File: config.mk
export PLATFORM = sky130hd
export DESIGN_NAME = xram_row_select
export DESIGN_NICKNAME = d
export VERILOG_FILES = /design/src/rtl/xrs_pkg.sv /design/src/rtl/ph2_rise_detect.sv /design/src/rtl/bank_capture.sv /design/src/rtl/row_decode.sv /design/src/rtl/xram_row_select.sv
export SDC_FILE = /design/constraint.sdc
export NUM_CORES = 1
export LEC_CHECK = 0
export ABC_AREA = 1
export BUFFER_PORTS_ARGS = -buffer_cell sky130_fd_sc_hd__buf_2
export CORE_AREA = 5 5 47 49
export CTS_CLUSTER_DIAMETER = 50
export DETAILED_ROUTE_END_ITERATION = 8
export DIE_AREA = 0 0 52 54
export GPL_ROUTABILITY_DRIVEN = 0
export PLACE_DENSITY = 0.71
export SLEW_MARGIN = 30
export SYNTH_ARGS = -nofsm -noshare
export SYNTH_HDL_FRONTEND = slang
export SYNTH_SLANG_ARGS = --single-unit
File: constraint.sdc
create_clock -name clk -period 1.7 [get_ports clk]
set_input_delay 0.17 -clock clk [delete_from_list [all_inputs] [get_ports clk]]
set_output_delay 0.17 -clock clk [all_outputs]
set_load 0.02 [all_outputs]
File: src/rtl/xrs_pkg.sv
package xrs_pkg;
  localparam int LOW_ROWS = 4;

  function automatic logic [LOW_ROWS-1:0] code_to_onehot(input logic [1:0] code);
    logic [LOW_ROWS-1:0] v;
    v = '0;
    v[code] = 1'b1;
    return v;
  endfunction
endpackage

File: src/rtl/ph2_rise_detect.sv
module ph2_rise_detect (
  input  logic clk,
  input  logic rst_n,
  input  logic ph2,
  output logic rise
);
  logic s1, s2, s3;

  always_ff @(posedge clk) begin
    if (!rst_n) begin
      s1 <= 1'b0;
      s2 <= 1'b0;
      s3 <= 1'b0;
    end else begin
      s1 <= ph2;
      s2 <= s1;
      s3 <= s2;
    end
  end

  assign rise = s2 & ~s3;


  rise_single_chk: assert property (@(posedge clk) disable iff (!rst_n)
    rise |=> !rise);
endmodule

File: src/rtl/bank_capture.sv
module bank_capture #(
  parameter int BANK_W = 8
) (
  input  logic              clk,
  input  logic              rst_n,
  input  logic              rise,
  input  logic              dma_active,
  input  logic [BANK_W-1:0] data_bus,
  output logic [BANK_W-1:0] bank_q,
  output logic              bank_ok
);
  always_ff @(posedge clk) begin
    if (!rst_n) begin
      bank_q  <= '0;
      bank_ok <= 1'b0;
    end else if (rise && !dma_active) begin
      bank_q  <= data_bus;
      bank_ok <= 1'b1;
    end
  end


  dma_hold_chk: assert property (@(posedge clk) disable iff (!rst_n)
    dma_active |=> $stable(bank_q));

  valid_sticky_chk: assert property (@(posedge clk) disable iff (!rst_n)
    bank_ok |=> bank_ok);
endmodule

File: src/rtl/row_decode.sv
module row_decode
  import xrs_pkg::*;
#(
  parameter int          BANK_W     = 8,
  parameter int          NROWS      = 6,
  parameter logic [7:0]  UP_BASE    = 8'h60,
  parameter int          SMALL_SH   = 2,
  parameter int          BIG_SH     = 4
) (
  input  logic              big_rows,
  input  logic              dma_active,
  input  logic [1:0]        row_code,
  input  logic [BANK_W-1:0] bank_q,
  input  logic              bank_ok,
  output logic [NROWS-1:0]  stb_n,
  output logic              refuse
);
  localparam int NUP = NROWS - LOW_ROWS;

  logic [BANK_W-1:0] off, idx;
  logic [BANK_W:0]   span_all;
  logic              in_up;
  logic [NUP-1:0]    up_hit;

  always_comb begin
    off      = bank_q - BANK_W'(UP_BASE);
    span_all = big_rows ? (BANK_W+1)'(NUP << BIG_SH) : (BANK_W+1)'(NUP << SMALL_SH);
    idx      = big_rows ? (off >> BIG_SH) : (off >> SMALL_SH);
    in_up    = bank_ok && (bank_q >= BANK_W'(UP_BASE)) && ({1'b0, off} < span_all);
  end

  for (genvar k = 0; k < NUP; k++) begin : g_up
    assign up_hit[k] = in_up && (idx == BANK_W'(k));
  end

  always_comb begin
    refuse = in_up && dma_active;
    if (refuse)     stb_n = '0;
    else if (in_up) stb_n = {up_hit, {LOW_ROWS{1'b0}}};
    else            stb_n = {{NUP{1'b0}}, code_to_onehot(row_code)};
  end
endmodule

File: src/rtl/xram_row_select.sv
module xram_row_select #(
  parameter int         BANK_W  = 8,
  parameter int         NROWS   = 6,
  parameter logic [7:0] UP_BASE = 8'h60
) (
  input  logic              clk,
  input  logic              rst_n,
  input  logic              ph2,
  input  logic [BANK_W-1:0] data_bus,
  input  logic [1:0]        row_code,
  input  logic              dma_active,
  input  logic              card_sel,
  input  logic              big_rows,
  output logic [NROWS-1:0]  row_stb,
  output logic              blocked
);
  logic              rise;
  logic [BANK_W-1:0] bank_q;
  logic              bank_ok;
  logic [NROWS-1:0]  stb_n;
  logic              refuse;

  ph2_rise_detect u_sync (
    .clk(clk), .rst_n(rst_n), .ph2(ph2), .rise(rise)
  );

  bank_capture #(.BANK_W(BANK_W)) u_bank (
    .clk(clk), .rst_n(rst_n), .rise(rise), .dma_active(dma_active),
    .data_bus(data_bus), .bank_q(bank_q), .bank_ok(bank_ok)
  );

  row_decode #(.BANK_W(BANK_W), .NROWS(NROWS), .UP_BASE(UP_BASE)) u_dec (
    .big_rows(big_rows), .dma_active(dma_active), .row_code(row_code),
    .bank_q(bank_q), .bank_ok(bank_ok), .stb_n(stb_n), .refuse(refuse)
  );

  always_ff @(posedge clk) begin
    if (!rst_n) begin
      row_stb <= '0;
      blocked <= 1'b0;
    end else begin
      row_stb <= card_sel ? stb_n : '0;
      blocked <= card_sel & refuse;
    end
  end


  one_strobe_chk: assert property (@(posedge clk) disable iff (!rst_n)
    $onehot0(row_stb));

  blk_excl_chk: assert property (@(posedge clk) disable iff (!rst_n)
    blocked |-> (row_stb == '0));

  desel_quiet_chk: assert property (@(posedge clk) disable iff (!rst_n)
    !card_sel |=> (row_stb == '0) && !blocked);

  dma_upper_chk: assert property (@(posedge clk) disable iff (!rst_n)
    card_sel && dma_active |=> (row_stb[NROWS-1:4] == '0));
endmodule

==> summary.md <==
| Metric | Value |
|---|---|
| Endpoints failing setup | `0` |
| Post-CTS Hold Buffers | `0` |
| DRT iter0 DRCs | `1` |
| Top cell type's share of synthesized area | `48.03%` |
| Die Area | `2808 sq um` |
| Met2 Wirelength | `between 600 and 700 um` |
| Post-synthesis adder-cell area fraction | `3.160%` |
| CTS clock-pin slew for the worst setup and hold paths | `approximately 110 ps` |
| Row cnt | `16` |
| Slew @ Worst Pin | `about 180 ps` |
| Post-CTS sizing | `0` |
| CP required | `1900 ps` |
| Commonest cells after routing, fill and taps aside | `22 x buf_2, 19 x inv_1, 19 x dfxtp_1, 16 x nand2_1, 15 x nor2_1` |
| Met3 Wirelength | `82 um` |
| Compound-gate portion of the synthesized area | `between 10% and 20%` |
| Post-route cell area | `954.7 sq um` |
| H-Tree Depth | `1` |
| Gate Count Post-Synth | `105` |
| Vias per cell | `roughly 4.5` |
| Diode count | `0` |
| Max FO, Critical Path | `4` |
| Simple-gate share of the synthesized area | `22.27%` |
| Pins Over Slew Limit | `0` |
| Routed vias | `695` |
| Cell Area, Placed | `927.1 sq um` |
| Class of the most critical setup path | `flip-flop to flip-flop` |
| DIE HEIGHT | `54 um` |
| Largest family of logic cells by synthesized area | `simple AND/OR/NAND/NOR gates` |
| Setup slack, reg-to-reg | `320 ps` |
| Power per cell area | `about 800 nW/um^2` |
| Worst path max stage delay | `around 410 ps` |
| Clock sink count | `19` |
| Post-DP HPWL | `~1200 um` |
| Crit path launch type | `flip-flop` |
| Core Area | `1822 sq um` |
| Die X-Extent | `52 um` |
| Initial antenna violation count | `0` |
| Post-CTS Setup Repair Bufs | `0` |
| Library cells used by synthesis | `18` |
| VDD IR max | `0.3820 mV` |
| First-pass DRT Iterations | `2` |
| Clock Skew | `1.835 ps` |
| Post-layout min period | `between 1000 and 1500 ps` |
| Syn Std Cell Area | `792.0 sq um` |
| Met1 wire length | `622 um` |
| Area grow syn2layout | `20.54%` |
| Crit-path most repeated cell | `nor2_1` |
| Root cell of the clock tree | `clkbuf_4` |
| Max-slew headroom | `between 80% and 90%` |
| Post-DR wirelength/cell | `8.994 um` |
| Highest metal used | `met4` |
| Post-Synth XOR/XNOR Area | `0%` |
| Final total power | `0.0007676 W` |
| Top-level port count | `23` |
| Register area share after synthesis | `roughly half` |
| Yosys reg bits | `19` |
| Leak pwr | `0.4655 nW` |
| Total GRT Usage | `11.91%` |
| Post-route ant nets | `0` |
| F_max | `0.7247 GHz` |
| Multiplexer share of the synthesized area | `0%` |
| Syn nets | `roughly 120` |
| WL final | `1403 um` |
| Max_cap viols | `0` |
| Total CTS buffers | `3` |
| Fin. Hold Viols | `0` |
| Crit path max-delay family | `simple AND/OR/NAND/NOR gates` |
| Period utilization | `81.17%` |
| Unrepaired setup endpoints after global routing | `false` |
| PortBufs | `22` |
| First-pass GRT wire length | `2449 um` |
| Layout cells sized above 1 | `24.03%` |
| Starting Density | `43.48%` |
| Crit-path cells | `inv_1, ha_1, or2_0, nor2_1, nand3_1, nand2_2, nor2_1` |
| Worst Setup End Kind | `flip-flop` |
| Status | `finished, final reports clean` |
| # nets final | `approximately 150` |
| Fin Setup TNS | `0 ps` |
| Commonest non-fill, non-tap cell in the layout | `buf_2` |
| Yosys top cell by area | `dfxtp_1` |
| Gr ovfl total | `0` |
| # DRC | `0` |
| Final Core Density | `52.40%` |
| CP arrival | `1580 ps` |
| Number of global-route vias before repair | `644` |
| Critical path's slowest cell | `dfxtp_1` |
| CTS tree | `yes` |
| Largest net degree at the start of global routing | `18` |
| Ys Warns | `0` |
| Worst hold margin | `50.28 ps` |
| HP Class | `input pin to flip-flop` |
| Mapped Avg Cell Area | `7.543 sq um` |
| Bufs and invs on worst path | `1` |
| CTS max path bufs | `2` |
| Clock latency on the worst-skew pair | `290 ps` |
| Top post-synthesis cells by area | `dfxtp_1 48%, inv_1 9.0%, nand2_1 7.6%, nor2_1 7.1%, o21ai_0 6.3%` |
==> worst paths after layout <==
| path | cells after the start | start | endpoint |
|---|---|---|---|
| setup / recovery | 7 | u_bank.bank_q[5] | row_stb[0] |
| hold / removal | 3 | ph2 | u_sync.s1 |
| setup reg to reg | 7 | u_bank.bank_q[5] | row_stb[0] |
| hold reg to reg | 2 | u_sync.s1 | u_sync.s2 |
==> cells in the mapped netlist (all sizes together) <==
master	number
inv	20
dfxtp	19
nand2	18
nor2	15
o21ai	11
a21oi	9
nand3	3
ha	2
o211ai	2
a21boi	1
buf	1
clkbuf	1
nand3b	1
nand4	1
or2	1
==> kinds of logic after synthesis <==
kind of cell | after synthesis
buffers and inverters | 22
AND/OR/NAND/NOR | 39
flip-flops | 19
adder cells (fa/ha/maj) | 2
AO/OA/AOI/OAI | 23
==> stage by stage <==
stage	worst slack (ps)	cells
after floorplan	431.8	105
after global placement	386.0	152
after detailed placement	321.5	152
after CTS	306.2	156
after global routing	188.9	156
final	320.0	156
==> sequential cells by signal, summed over array words and instances (netlist names) <==
name	cells
blocked	1
row_stb	6
u_bank.bank_ok	1
u_bank.bank_q	8
u_sync.s1	1
u_sync.s2	1
u_sync.s3	1
==> worst register-to-register path: cells and delay by family, from the launching register on <==
family | cells | cell delay, ps
buf+inv | 1 | 100
simple gates | 5 | 600
flops | 1 | 410
fa+ha+maj | 1 | 180
==> final cells by class <==
cell class                 count  area, sq um
fill                         182        867.1
sequential                    19        380.4
multi-input combinational     64        327.8
timing repair buffer          22        110.1
inverter                      20        75.07
tap                           27        33.78
clock buffer                   3        22.52
clock inverter                 1        5.005
==> where the power goes <==
part | switching (W) | internal [W] | leakage (nW)
sequential | 0.00000759 | 0.000458 | 0.155
combinational | 0.0000437 | 0.0000326 | 0.293
clock | 0.000138 | 0.0000876 | 0.0177
==> per-layer routing <==
layer / vias to the layer above / GRT usage, %
met4: 0 / 7.860
met2: 15 / 20.08
met5: - / 0
met3: 5 / 3.601
met1: 300 / 12.90
li1: 375 / -
No activity file was read; power rests on OpenSTA's default activity.
